### config.mk
export PLATFORM = sky130hd
export DESIGN_NAME = dma_channel
export DESIGN_NICKNAME = d
export VERILOG_FILES = /design/src/rtl/dma_channel.sv
export SDC_FILE = /design/constraint.sdc
export NUM_CORES = 1
export LEC_CHECK = 0
export BUFFER_PORTS_ARGS = -buffer_cell sky130_fd_sc_hd__buf_2
export CAP_MARGIN = 5
export CORE_AREA = 2 2 122 124
export CTS_CLUSTER_DIAMETER = 80
export DETAILED_ROUTE_END_ITERATION = 10
export DIE_AREA = 0 0 124 126
export PLACE_DENSITY = 0.8
export SLEW_MARGIN = 20
export SYNTH_ARGS = -nofsm -noshare
export SYNTH_HDL_FRONTEND = slang
export SYNTH_SLANG_ARGS = --single-unit
export TNS_END_PERCENT = 100
### constraint.sdc
create_clock -name clk -period 4.11 [get_ports clk]
set_clock_uncertainty 0.2 [all_clocks]
set_input_delay 1.0275 -clock clk [delete_from_list [all_inputs] [get_ports clk]]
set_output_delay 1.0275 -clock clk [all_outputs]
set_load 0.02 [all_outputs]
### src/rtl/dma_channel.sv
module dma_channel #(
  parameter int AW        = 16,
  parameter int BURST_LEN = 4
) (
  input  logic          clk,
  input  logic          rst_n,
  input  logic          cfg_we,
  input  logic [1:0]    cfg_addr,
  input  logic [15:0]   cfg_wdata,
  output logic [15:0]   cfg_rdata,
  input  logic          trig_in,
  input  logic          stop_req,
  output logic          mem_req,
  output logic          mem_we,
  output logic          mem_byte,
  output logic [AW-1:0] mem_addr,
  output logic [15:0]   mem_wdata,
  input  logic [15:0]   mem_rdata,
  input  logic          mem_ack,
  output logic          irq
);
  localparam int BCW = (BURST_LEN > 1) ? $clog2(BURST_LEN) : 1;
  localparam logic [BCW-1:0] BLAST = BCW'(BURST_LEN - 1);

  typedef enum logic [1:0] {S_IDLE, S_RD, S_WR, S_GAP} st_t;
  st_t st;

  logic [2:0]    kind;
  logic [1:0]    sstep, dstep;
  logic          sbyte, dbyte, lvl, en, flag, ie, abrt;
  logic [AW-1:0] prog_src, prog_dst, cur_src, cur_dst;
  logic [15:0]   prog_cnt, cur_cnt, dbuf;
  logic          trig_q, pend, stop_pend;
  logic [BCW-1:0] bcnt;

  wire ctl_wr    = cfg_we && cfg_addr == 2'd0;
  wire sw_go     = ctl_wr && cfg_wdata[11] && cfg_wdata[10];
  wire go        = pend || (lvl && trig_in);
  wire start     = st == S_IDLE && en && go && cur_cnt != 16'd0 && !stop_pend;
  wire unit_done = st == S_WR && mem_ack;
  wire last      = cur_cnt == 16'd1;
  wire complete  = unit_done && last;
  wire abort_now = (unit_done && !last && stop_pend) || (st == S_IDLE && en && stop_pend);
  wire is_block  = kind[1:0] == 2'b01;
  wire is_burst  = kind[1:0] == 2'b10;
  wire rpt       = kind[2];

  function automatic logic [AW-1:0] step_addr(input logic [AW-1:0] a, input logic [1:0] s,
                                              input logic b);
    logic [AW-1:0] d;
    d = b ? AW'(1) : AW'(2);
    case (s)
      2'b10:   return a - d;
      2'b11:   return a + d;
      default: return a;
    endcase
  endfunction

  assign mem_req   = st == S_RD || st == S_WR;
  assign mem_we    = st == S_WR;
  assign mem_byte  = (st == S_RD) ? sbyte : dbyte;
  assign mem_addr  = (st == S_RD) ? cur_src : cur_dst;
  assign mem_wdata = dbyte ? {8'h00, dbuf[7:0]} : dbuf;
  assign irq       = flag && ie;

  always_comb begin
    case (cfg_addr)
      2'd0:    cfg_rdata = {1'b0, abrt, ie, flag, 1'b0, en, lvl, dbyte, sbyte, dstep, sstep, kind};
      2'd1:    cfg_rdata = 16'(cur_src);
      2'd2:    cfg_rdata = 16'(cur_dst);
      default: cfg_rdata = cur_cnt;
    endcase
  end

  always_ff @(posedge clk) begin
    if (!rst_n) begin
      {kind, sstep, dstep, sbyte, dbyte, lvl, en, flag, ie, abrt} <= '0;
      prog_src <= '0; prog_dst <= '0; cur_src <= '0; cur_dst <= '0;
      prog_cnt <= '0; cur_cnt <= '0;
    end else begin
      if (ctl_wr) begin
        kind  <= cfg_wdata[2:0];
        sstep <= cfg_wdata[4:3];
        dstep <= cfg_wdata[6:5];
        sbyte <= cfg_wdata[7];
        dbyte <= cfg_wdata[8];
        lvl   <= cfg_wdata[9];
        en    <= cfg_wdata[10];
        flag  <= cfg_wdata[12];
        ie    <= cfg_wdata[13];
        abrt  <= cfg_wdata[14];
      end
      if (cfg_we && cfg_addr == 2'd1) begin prog_src <= AW'(cfg_wdata); cur_src <= AW'(cfg_wdata); end
      if (cfg_we && cfg_addr == 2'd2) begin prog_dst <= AW'(cfg_wdata); cur_dst <= AW'(cfg_wdata); end
      if (cfg_we && cfg_addr == 2'd3) begin prog_cnt <= cfg_wdata; cur_cnt <= cfg_wdata; end
      if (unit_done) begin
        cur_src <= step_addr(cur_src, sstep, sbyte);
        cur_dst <= step_addr(cur_dst, dstep, dbyte);
        cur_cnt <= cur_cnt - 16'd1;
      end
      if (complete) begin
        flag <= 1'b1;
        if (rpt) begin
          cur_src <= prog_src; cur_dst <= prog_dst; cur_cnt <= prog_cnt;
        end else begin
          en <= 1'b0;
        end
      end
      if (abort_now) begin
        en <= 1'b0; abrt <= 1'b1; flag <= 1'b1;
      end
    end
  end

  always_ff @(posedge clk) begin
    if (!rst_n) begin
      trig_q <= 1'b0; pend <= 1'b0; stop_pend <= 1'b0;
    end else begin
      trig_q <= trig_in;
      pend   <= sw_go || (en && ((pend && !start) || (!lvl && trig_in && !trig_q)));
      if (!en || complete || abort_now) stop_pend <= 1'b0;
      else if (stop_req)                stop_pend <= 1'b1;
    end
  end

  always_ff @(posedge clk) begin
    if (!rst_n) begin
      st <= S_IDLE; bcnt <= '0; dbuf <= '0;
    end else begin
      unique case (st)
        S_IDLE: if (start) begin st <= S_RD; bcnt <= '0; end
        S_RD: if (mem_ack) begin
          dbuf <= sbyte ? {8'h00, mem_rdata[7:0]} : mem_rdata;
          st   <= S_WR;
        end
        S_WR: if (mem_ack) begin
          bcnt <= bcnt + BCW'(1);
          if (complete || abort_now || !en || !(is_block || is_burst)) st <= S_IDLE;
          else if (is_burst && bcnt == BLAST) begin st <= S_GAP; bcnt <= '0; end
          else st <= S_RD;
        end
        S_GAP: st <= S_RD;
      endcase
    end
  end

  a_r10_flag_sticky: assert property (@(posedge clk) disable iff (!rst_n)
    (flag && !ctl_wr) |=> flag);
  a_r3_read_then_write: assert property (@(posedge clk) disable iff (!rst_n)
    (st == S_RD && mem_ack) |=> (mem_req && mem_we));
  a_r8_done_disables: assert property (@(posedge clk) disable iff (!rst_n)
    (complete && !rpt && !ctl_wr) |=> !en);
  a_r9_count_reload: assert property (@(posedge clk) disable iff (!rst_n)
    (complete && rpt && !(cfg_we && cfg_addr == 2'd3)) |=> (cur_cnt == prog_cnt));
  a_r6_fixed_source: assert property (@(posedge clk) disable iff (!rst_n)
    (unit_done && sstep == 2'b00 && !(complete && rpt) && !(cfg_we && cfg_addr == 2'd1))
      |=> $stable(cur_src));
  a_r11_abort_flags: assert property (@(posedge clk) disable iff (!rst_n)
    $rose(abrt) |-> flag);
endmodule

=== Word level (Yosys, flattened, before mapping) ===
Index checks and enable logic that the tools add are counted.

* Flip-flop bits (word level): 133
* Bits in latches: 0
* RAM bits: 0
* Memory bits (read-only): 0
* Output and inout bits: 52
* Logic and storage cells: 137
* Memories: 0

* Add/sub/neg operators: 6
* $mul: 0
* Div/mod/pow operators: 0
* Magnitude comparators: 0
* Equality and inequality tests: 17
* Shift operators: 0
* Multiplexer cells: 40
* Bitwise operators: 1
* Reduce and logical (&&, ||, !) cells: 51

{| class="wikitable"
|+ Operator list
! kind !! count
|-
| $mux W16 || 15
|-
| $pmux W16 S2 || 2
|-
| $pmux W16 S3 || 1
|-
| $add A16 B2 Y16 || 2
|-
| $sub A16 B2 Y16 || 2
|-
| $logic_and A1 B1 Y1 || 22
|-
| $mux W2 || 11
|-
| $eq A2 B2 Y1 const B || 10
|-
| $eq A16 B1 Y1 const B || 1
|-
| $reduce_bool A16 Y1 || 1
|-
| $sub A16 B1 Y16 const B || 1
|-
| $logic_or A1 B1 Y1 || 11
|-
| $mux W1 || 9
|-
| $pmux W2 S4 || 1
|-
| $logic_not A1 Y1 || 7
|-
| $eq A2 B1 Y1 const B || 3
|-
| $reduce_and A3 Y1 || 2
|-
| $logic_not A2 Y1 || 2
|-
| $ne A2 B2 Y1 const B || 2
|-
| $pmux W2 S2 || 1
|-
| $reduce_bool A2 Y1 || 2
|-
| $reduce_or A2 Y1 || 2
|-
| $reduce_bool A3 Y1 || 1
|-
| $add A2 B1 Y2 const B || 1
|-
| 3 further kinds || 3
|}

=== Logic depth before layout (Yosys ltp) ===
Gate-level depths: netlist (run 1).

* Word-level depth: 11
* Gate-level depth with buffers: 11
* Mapped depth without buffers: 9

=== Least setup slack after synthesis (run 1) ===
OpenSTA, ideal clock, no wires.

* Path kind: input-to-output
* From: input port cfg_addr[1]
* To: output port cfg_rdata[12]
* Arrival: 2.281 ns
* Data required time: 2.883 ns
* Slack: 0.601 ns
* Stages: 3
* Cells stage by stage: buf_2 buf_1 mux4_2

* Longest elaborated chain between the ends: 2
* Elaborated cells between the ends (all ways): 4
* Classes of those cells: eq/ne (2); mux (1); reduce/logical (1)

{| class="wikitable"
|+ RTL lines
! item !! RTL line !! text
|-
| start, declared || 8 || <nowiki>input logic [1:0] cfg_addr,</nowiki>
|-
| $eq A2 B2 Y1 (tied with other cells) || 67 || <nowiki>case (cfg_addr)</nowiki>
|-
| $pmux W16 S3 (*) || 67 ||
|-
| end, declared || 10 || <nowiki>output logic [15:0] cfg_rdata,</nowiki>
|}

Mark *: on every way between the ends. The rest lies on a longest branch, timed or not.

=== Worst setup path in the final report (run 1) ===
* From: input port cfg_addr[0]
* To: output port cfg_rdata[2]

Same word-level chain as after synthesis.

==> results.txt, run 1 <==
- Outcome: finished, final reports clean
- Number of register bits inferred by synthesis: approximately 130
- In this run the cell area of the synthesized design comes to roughly 0.0084 mm2.
- CP Max Fanout: 23
* Sum of buffers and inverters on the critical path: 2
* Global-route wire length before repair: between 40000 and 50000 um
* Number of buffers inserted by hold repair at cts: 0
* Shortest period the worst path allows: ~3.5 ns
- Number of maximum-capacitance violations: 0
- Leakage: ~3.8 nW
* Cells after Synth: around 1100
- In this run the remaining antenna-violating nets after routing total 0.
- Power per Cell Area: 381 mW/mm2
* Share of Yosys cell area claimed by the top area cell type: 31.6%
- In this run the tightest slew margin relative to its limit is 58.5%.
- Once the clock tree was built, the resizer swapped 0 gates to a different size.
- Each instance of the synthesized netlist takes up on average 7.80 um2.
* IO Pins: 92
- Entering global routing, the biggest net connects 60 pins.
- Drc violations: 0
* Layout Cell Area excl Fill: 0.00949 mm2
- The cell that appears most often on the critical path is sky130_fd_sc_hd__buf_2.
* Synth-to-layout area growth: 12.6%
* Share of layout cells above drive strength 1: between 15 and 20%
- Routed vias/inst: 6.45
- The first detailed-routing pass took 6 iterations.
* Post-CTS setup buffer count: 0
- The number of hold violations in the final report was 0.
- CP max-delay cell: sky130_fd_sc_hd__mux4_2
- Commonest register cell after synthesis: sky130_fd_sc_hd__dfxtp_1
- Min-Delay Path Class: reg -> reg
- After layout, the worst setup slack is 0.588 ns.
* Clock Root Buffer: sky130_fd_sc_hd__clkbuf_16
- Crit end category: output pin
* Worst-Margin Slew: 0.615 ns
* Ranking of synthesized cells by area: sky130_fd_sc_hd__dfxtp_1, sky130_fd_sc_hd__nand2_1, sky130_fd_sc_hd__a21oi_1
- # setup viols final: 0
- Post-route fraction of the period consumed by the critical path: a little under nine tenths
- Vias after detailed routing: roughly 8600
- The initial antenna violation count was 0.
- Aggregate global-route resource usage: between 30% and 40%
- Sink Count: ~130
- Data on the critical path arrives at its endpoint at approximately 2.3 ns.
* Count of distinct cell types in the synthesized netlist: 81
* Input/output buffers: 91
- Routability-driven placement finished with a final weighted congestion of 0.979.
- Yosys Warn Count: 0
* Cell with the most instances after synthesis: sky130_fd_sc_hd__nand2_1
* Post-detail-place hpwl: 19300 um
- After detailed routing, the average wire length per cell comes to approximately 20 um.
- Walking the worst path, the cells encountered are buf_2, mux4_2, buf_2.
- Once placement finished, the instance area stood at 0.00887 mm2.
- Once the floorplan was initialized, standard cells occupied 58.9% of the core.
- Accumulated negative setup slack: 0 ns
- Setup crit start kind: primary input
* Required time worst endpoint: between 2 and 3 ns
- Post-synthesis async set-or-reset flop share: 0%
- Peak per-stage delay on the critical path: ~0.6 ns
- Upper clock frequency limit: roughly 280 MHz
- Setup repair after global routing left no endpoint under its margin.
- Critical path type: in -> out
- Worst-Skew Late Latency: 0.42 ns
* Number of buffers added by the clock tree synthesis step: 17
- The cell family contributing the most delay on the critical path is buffers and inverters.
* Setup Slack @ Placement: 0.598 ns
- The worst-case IR drop observed on VDD is 0.000279 V.
* First-iteration detailed-routing DRC count: about 1100
* Total number of placement rows: 44
- # nets final: about 1200
- Total nets after synthesis: roughly 1200
- Clock Tree Buf Depth: 2
- The die covers 0.0156 mm2.
* Clock tree from TritonCTS: built
* Final Max Tran Viols: 0
- 0 antenna diodes ended up in the layout.
* Area of the core: around 0.014 mm2
- The final layout contains routed wiring with a total length of about 27000 um.
- Sorting the synthesized cells by how often they occur yields sky130_fd_sc_hd__nand2_1, sky130_fd_sc_hd__a21oi_1, sky130_fd_sc_hd__dfxtp_1, sky130_fd_sc_hd__nor2_1.
- The number of global-route vias before repair was 7833.
- Portion of the post-synthesis area used by sequential elements: 31.6%
- Of all cell types, the one taking the most synthesized area is sky130_fd_sc_hd__dfxtp_1.
* Die boundary width: between 100 and 150 um
- Depth of the CTS H-tree: 4
- Yosys mapped a number of flops with a built-in enable equal to 0.
- Global route total overflow: 0
* Die height: roughly 130 um
* Clock-pin transition on the worst setup and hold timing paths: 0.05 ns
[routing by layer]
layer  GRT usage, %  part of all wire [%]
met4           15.5                   4.4
met3           9.47                    13
met2           53.3                    44
met5              0                     0
met1           46.3                    39
[registers in the layout, summed over array words and instances, names as in the netlist, 2 cells and up]
name      flops
cur_cnt      16
cur_dst      16
cur_src      16
dbuf         16
prog_cnt     16
prog_dst     16
prog_src     16
kind          3
bcnt          2
dstep         2
sstep         2
st            2
[kinds of logic after synthesis]
| logic type | share of synthesized area, % |
|---|---|
| mux | 6.74 |
| xor+xnor | 2.39 |
| buf+inv | 6.10 |
| fa+ha+maj | 5.52 |
| flops | 31.6 |
| simple gates | 22.3 |
| compound gates | 25.4 |
[report_power, final]
group	internal [mW]	switching, mW	leakage [nW]
sequential	1.34	0.0643	1.08
combinational	0.260	0.381	2.41
clock	1.02	0.556	0.300
total	2.61	1.00	3.79
[tightest hold or removal path: stages, from the launching register on]
cell	delay (ns)
sky130_fd_sc_hd__dfxtp_1	0.30
sky130_fd_sc_hd__nand2_1	0.05
sky130_fd_sc_hd__a21oi_1	0.05
[path summary, 6_finish.rpt]
kind | startpoint | end | slack, ns | cells after the start
min reg2reg | dbuf[12] | dbuf[12] | 0.25 | 2
max | cfg_addr[0] | cfg_rdata[2] | 0.59 | 3
max reg2reg | dstep[0] | cur_dst[15] | 0.74 | 9
min | dbuf[12] | dbuf[12] | 0.25 | 2
[cells in the final DEF, fill, tap and decap left out, drive strengths merged, types with 9 or more instances in the layout]
master,netlist,final
xnor2,13,13
o22ai,15,15
o211ai,9,9
xor2,10,10
and3,9,9
dfxtp,133,133
a31oi,19,19
a21o,13,13
a21oi,154,154
o21ai,50,50
clkbuf,52,24
buf,27,118
nand2,226,226
nor2,69,69
mux2,18,18
nand4,9,9
nor3,27,27
nand3,18,18
nor2b,12,12
ha,34,34
mux4,14,14
inv,15,15
and2,9,9
nand3b,9,9
a211oi,12,12
[final cells by class]
class                   instances  area (um2)
multi-input cells             849        5250
fillers                      1226        4830
flip-flops and latches        133        2660
repair buffers                118         671
clock buffers                  24         492
well taps                     184         230
clock inverters                 8         121
inverters                      16        61.3
[stage by stage]
stage | std cells | hold WS, ns | total power, mW | util (%)
2_1_floorplan | 1080 | 0.227 | 1.87 | -
3_3_place_gp | 1300 | 0.235 | 2.04 | 62.0
3_5_place_dp | 1300 | 0.242 | 2.05 | 62.0
4_1_cts | 1332 | 0.248 | 3.61 | 66.3
5_1_grt | 1332 | 0.263 | 3.75 | 66.3
6_report | 1332 | 0.247 | 3.62 | 66.3
(Power assumes the default switching activity.)
==> inputs of run 2 (changes only) <==
Settings changed: BUFFER_PORTS_ARGS -buffer_cell sky130_fd_sc_hd__buf_2 to -buffer_cell sky130_fd_sc_hd__clkbuf_2.
==> results.txt, run 2 (same netlist as run 1, synthesis figures left out) <==
- The detail route stage leaves a number of antenna-violating nets equal to 0.
- The floorplan step set the die height to 126 um.
- Crit end category: output pin
- The detailed router placed about 8700 vias in this run.
- For the pin with the worst max-slew slack, the measured transition is 0.691 ns.
- Critical path type: in -> out
* Initial antenna violation count: 0
- Final Hold Fails: 0
- After detailed placement, the design holds a cell count of between 1000 and 1500.
- Die Area: around 0.016 mm2
- Clock tree from TritonCTS: built
- Hold repair after CTS inserted 0 buffers.
- Quantity of gates resized following cts: 0
- Clk network pwr share: 41.9%
- Final Instance Count excl. Fillers: approximately 1300
* CP Max Fanout: 19
- Drc violations: 0
- For flop-to-flop paths, the worst setup slack is around 0.68 ns.
- First drt pass iteration count: 6
- Drt total wl: approximately 27000 um
- Global-route wire length before repair: around 42000 um
- Final estimated routing congestion in global placement: 0.995
- The final layout contains 1212 nets.
- Commonest non-fill, non-tap cells in the layout: sky130_fd_sc_hd__nand2_1, sky130_fd_sc_hd__a21oi_1, sky130_fd_sc_hd__dfxtp_1, sky130_fd_sc_hd__clkbuf_2, sky130_fd_sc_hd__nor2_1
- Fill cells in the final layout number approximately 1200.
- Dividing the detail-routed wire length by the instance count gives between 20 and 25 um.
- In this run switching power makes up ~28% of total power.
- Global route total overflow: 0
- Post-detail-place hpwl: about 19000 um
* Shortest period the worst path allows: roughly 3.6 ns
- Sink Count: around 130
* Largest net degree at the start of global routing: 38
* Setup repair after global routing missed its margin: false
- STA puts the critical path data arrival time at between 2 and 2.5 ns.
- The worst hold path begins at dbuf[12].
- Dividing total power by cell area gives a power density of between 300 and 400 mW/mm2.
- STA classifies the critical path startpoint as a primary input.
- IO Pins: 92
* Fraction of power consumed by sequential logic: 39.9%
* P_int: ~2.5 mW
- First-iteration detailed-routing DRC count: 1010
- Overall power: roughly 3.5 mW
- The floorplan has 44 rows.
- Post-route fraction of the period consumed by the critical path: between 80 and 90%
* Effective utilization at floorplan: between 50 and 60%
- Of the cells placed in the final design, the portion with a size suffix greater than 1 is 17.7%.
- Maximum vdd ir drop: ~0.00041 V
- Clock Root Buffer: sky130_fd_sc_hd__clkbuf_16
* Required time worst endpoint: around 2.9 ns
* Synth-to-layout area growth: 11.9%
* Most frequent standard cell in the layout excluding fill and tap cells: sky130_fd_sc_hd__nand2_1
- Clock-pin transition on the worst setup and hold timing paths: 0.05 ns
- Summed over all nets, the switching power comes to 0.999 mW.
- Summed over all failing endpoints, the final setup total negative slack is 0 ns.
- Input/output buffers: between 90 and 100
- Timing would allow up to ~280 MHz.
- # setup viols final: 0
- The endpoint identified for the worst register-to-register timing path is cur_dst[15].
- Worst-Skew Late Latency: ~0.42 ns
- Routed vias/inst: between 6 and 7
- TritonCTS created 17 clock buffers.
- Leakage: between 3 and 4 nW
- Clock Tree Buf Depth: 2
- Counting cells, the worst reg-to-reg path comes to 9.
- Die boundary width: about 120 um
- Combinational share of power: 18.2%
- Aggregate global-route resource usage: around a third
- Relative slew slack: 53.9%
- The worst hold path belongs to the class reg -> reg.
- Across the run, the number of max-cap violations was 0.
- Depth of the CTS H-tree: 4
- Antenna Cells: 0
- End point of the worst hold path: dbuf[12]
- The run finished with clean final reports.
- The number of global-route vias before repair is around 8000.
* Area of the core: between 0.01 and 0.015 mm2
- Hold-critical path depth: 2
* RR Startpoint: dbyte
- Final Max Tran Viols: 0
- After clock tree synthesis, the setup repair step added 0 buffers.
## run 2: worst max path at each step
stage,from,depth (start not counted),slack (ns),end
floorplan,cfg_addr[1],3,0.60,cfg_rdata[12]
global placement,cfg_addr[0],3,0.58,cfg_rdata[14]
detailed placement,cfg_addr[1],3,0.56,cfg_rdata[5]
CTS,cfg_addr[1],3,0.56,cfg_rdata[5]
global route,dbyte,9,0.45,cur_dst[15]
finish,cfg_addr[1],3,0.53,cfg_rdata[13]
## run 2: per-stage QoR
| step | area, um2 | worst slack (ns) | hold slack [ns] | utilization, % |
|---|---|---|---|---|
| floorplan | 8430 | 0.601 | 0.227 | - |
| global placement | 8870 | 0.582 | 0.235 | 62.0 |
| detailed placement | 8870 | 0.560 | 0.241 | 62.0 |
| CTS | 9430 | 0.560 | 0.249 | 65.9 |
| global route | 9430 | 0.447 | 0.264 | 65.9 |
| finish | 9430 | 0.525 | 0.246 | 65.9 |
## run 2: area by class of cell
class	instances	area (um2)	share of cell area, %
Multi-Input combinational cell	849	5250	55.7
Clock inverter	5	75.1	0.796
Tap cell	184	230	2.44
Sequential cell	133	2660	28.2
Timing Repair Buffer	119	666	7.06
Clock buffer	24	482	5.11
Inverter	16	61.3	0.650
## run 2: routing by layer
metal / GRT usage [%] / share of wire, % / vias up / wire length, um
li1: - / - / 4008 / -
met1: 47.3 / 39 / 4030 / 10800
met2: 53.2 / 44 / 561 / 12000
met3: 10.3 / 13 / 80 / 3490
met4: 14.0 / 4.0 / 0 / 1080
met5: 0 / 0 / - / 0
## run 2: worst max-delay path, stage by stage
cell and delay, ns:
sky130_fd_sc_hd__clkbuf_2 0.53, sky130_fd_sc_hd__mux4_2 0.62, sky130_fd_sc_hd__clkbuf_2 0.18
## run 2: power groups by stage
stage                     registers, mW  logic (mW)  clock network (mW)
final                              1.41       0.642                1.48
after global routing               1.41       0.698                1.53
after CTS                          1.40       0.627                1.47
after detailed placement           1.43       0.622                   0
after global placement             1.43       0.614                   0
after floorplan                    1.40       0.475                   0
==> inputs of run 3 (changes only) <==
Settings changed: CELL_PAD_IN_SITES_DETAIL_PLACEMENT from default to 1, CELL_PAD_IN_SITES_GLOBAL_PLACEMENT from default to 1, CORE_AREA 2 2 122 124 to 2 2 142 144, DIE_AREA 0 0 124 126 to 0 0 144 146, PLACE_DENSITY 0.8 to default, PLACE_DENSITY_LB_ADDON from default to 0.1.
==> results.txt, run 3 (same netlist as run 1, synthesis figures left out) <==
- Setup violations remaining at the end of the flow were counted as 0.
- The floorplan step defined a die boundary enclosing 0.0210 mm2.
- The number of pins exceeding their max-slew limit in the final report is 0.
* Outcome: finished, final reports clean
* Quantity of gates resized following cts: 0
- The layout has between 2000 and 2500 filler cells.
- Post-detail-place hpwl: about 24000 um
- Die height: 146 um
- Power per Cell Area: 397 mW/mm2
- Global routing used 31.9% of the available tracks.
* Post-route fraction of the period consumed by the critical path: 89.3%
* Length in cells of the worst reg-to-reg path: 9
- Share of layout cells above drive strength 1: a little under a fifth
- Input/output buffers: 91
- Sequential Area: 0.00266 mm2
- Tracing the worst setup path back leads to its startpoint at dstep[0].
- The critical path in this run is classified as reg -> reg.
- Summed over all layers, the routed wires come to about 33000 um.
- Setup repair after global routing missed its margin: false
* Layout Cell Area excl Fill: 0.00968 mm2
- The clock period could shrink to around 3.7 ns.
- The first global-routing pass estimated about 50000 um of wire.
- Number of buffers added by the clock tree synthesis step: 17
- Commonest non-fill, non-tap cells in the layout: sky130_fd_sc_hd__nand2_1, sky130_fd_sc_hd__a21oi_1, sky130_fd_sc_hd__dfxtp_1, sky130_fd_sc_hd__clkbuf_2, sky130_fd_sc_hd__nor2_1
- IO Pins: between 90 and 100
- Leakage: around 3.8 nW
- Setup total negative slack on the finished layout was measured at 0 ns.
* Die boundary width: roughly 140 um
* Final estimated routing congestion in global placement: between 0.9 and 1
* First-iteration detailed-routing DRC count: 623
- The tree is rooted in a sky130_fd_sc_hd__clkbuf_16.
- For this run, the detailed router's first-pass iteration total came to 5.
- Clock tree synthesis found a total of between 100 and 150 sinks.
- Required time worst endpoint: between 4 and 5 ns
- Maximum vdd ir drop: 0.000274 V
- The tool flagged a number of max-cap violations equal to 0.
- After detailed routing, the average wire length per cell comes to about 23 um.
- Buffers added to address setup during post-CTS repair amount to 0.
* Relative slew slack: approximately 44%
* Hold Worst Slack: between 0.2 and 0.25 ns
- Clock-pin transition on the worst setup and hold timing paths: about 0.060 ns
- CP endpoint: cur_dst[15]
* Endpoint arrival time on the critical path: 3.81 ns
* RR Startpoint: dstep[0]
* Final Instance Count excl. Fillers: roughly 1400
- Crit end category: flip-flop
- Worst-Margin Slew: around 0.83 ns
- The floorplan has between 50 and 60 rows.
- Setup crit start kind: flip-flop
* Worst-Skew Late Latency: about 0.44 ns
- Routed vias/inst: approximately 6
* Multi-input combinational cell area: around 0.0053 mm2
* Synth-to-layout area growth: 14.8%
* Depth of the CTS H-tree: 4
- Most frequent standard cell in the layout excluding fill and tap cells: sky130_fd_sc_hd__nand2_1
- Residual antenna-violating net count after detailed routing: 0
- Area of the core: about 0.019 mm2
- The number of hold buffers added after CTS was 0.
- TritonCTS built the clock tree.
* # nets final: 1214
- CP Max Fanout: 16
- The number of hold violations in the final report was 0.
* Upper clock frequency limit: approximately 270 MHz
- Placed inst area: 0.00901 mm2
* Min-Delay Path Class: reg -> reg
* Number of placed instances with taps included: around 1400
* Register-to-register setup slack: 0.44 ns
- For this configuration, the core starts out at a cell density of 43.6%.
- Initial antenna violation count: 1
* Number of global-route vias before repair: roughly 8500
- Drc violations: 0
- Largest net degree at the start of global routing: 115
* Vias after detailed routing: 8675
- Global route total overflow: 0
* Reg-to-reg critical path endpoint: cur_dst[15]
* Clock Tree Buf Depth: 2
run 3: cell count changes in the layout (fill, tap and decap cells not counted), sizes merged:
cell / previous run / this run
clkinv: 4 / 5
bufinv: 2 / 6
clkbuf: 115 / 110
clkinvlp: 0 / 1
buf: 28 / 30
inv: 15 / 16
diode: 0 / 1
run 3: final cells by class:
type / instances / share of cell area, %
clock buffer: 19 / 4.47
antenna: 1 / 0.0259
clock inverter: 12 / 2.35
sequential: 133 / 27.5
tap: 265 / 3.43
timing repair buffer: 121 / 7.29
inverter: 16 / 0.634
multi-input combinational: 849 / 54.3
run 3: worst min-delay path by stage:
stage | end | slack (ns) | startpoint | depth (start not counted)
floorplan | dbuf[15] | 0.23 | dbuf[15] | 2
global placement | dbuf[10] | 0.23 | dbuf[10] | 2
detailed placement | prog_src[8] | 0.24 | prog_src[8] | 2
CTS | prog_cnt[7] | 0.25 | prog_cnt[7] | 2
global route | dbuf[14] | 0.27 | dbuf[14] | 2
finish | dbuf[9] | 0.25 | dbuf[9] | 2
run 3: routing by layer:
layer | wire [um] | vias up | track usage [%] | part of all wire, %
met1 | 14600 | 4259 | 42.9 | 44
met3 | 2710 | 64 | 7.34 | 8.2
met5 | 0 | - | 0 | 0
met4 | 1340 | 0 | 14.8 | 4.0
li1 | - | 4009 | - | -
met2 | 14600 | 343 | 48.5 | 44
run 3: through the flow:
| step | worst slack (ns) | util, % | total power [mW] |
|---|---|---|---|
| after detailed placement | 0.525 | 46.6 | 2.09 |
| final | 0.440 | 50.0 | 3.84 |
| after global placement | 0.553 | 46.6 | 2.08 |
| after CTS | 0.516 | 50.0 | 3.85 |
| after global routing | 0.249 | 50.0 | 3.97 |
| after floorplan | 0.601 | - | 1.87 |
run 3: worst max-delay path, cell delays in order, from the launching register on:
cell                       delay (ns)
sky130_fd_sc_hd__dfxtp_1         0.54
sky130_fd_sc_hd__nand2_1         0.52
sky130_fd_sc_hd__ha_1            0.56
sky130_fd_sc_hd__o211ai_1        0.23
sky130_fd_sc_hd__a211oi_1        0.10
sky130_fd_sc_hd__a211oi_1        0.53
sky130_fd_sc_hd__a211oi_1        0.16
sky130_fd_sc_hd__a211o_1         0.32
sky130_fd_sc_hd__xnor2_1         0.13
sky130_fd_sc_hd__a221oi_1        0.28
run 3: where the power goes:
group,internal [mW],switching (mW),total [mW],leakage (nW)
Clock,1.14,0.625,1.76,0.318
Combinational,0.262,0.405,0.667,2.40
Sequential,1.34,0.0691,1.41,1.08
Total,2.74,1.10,3.84,3.79
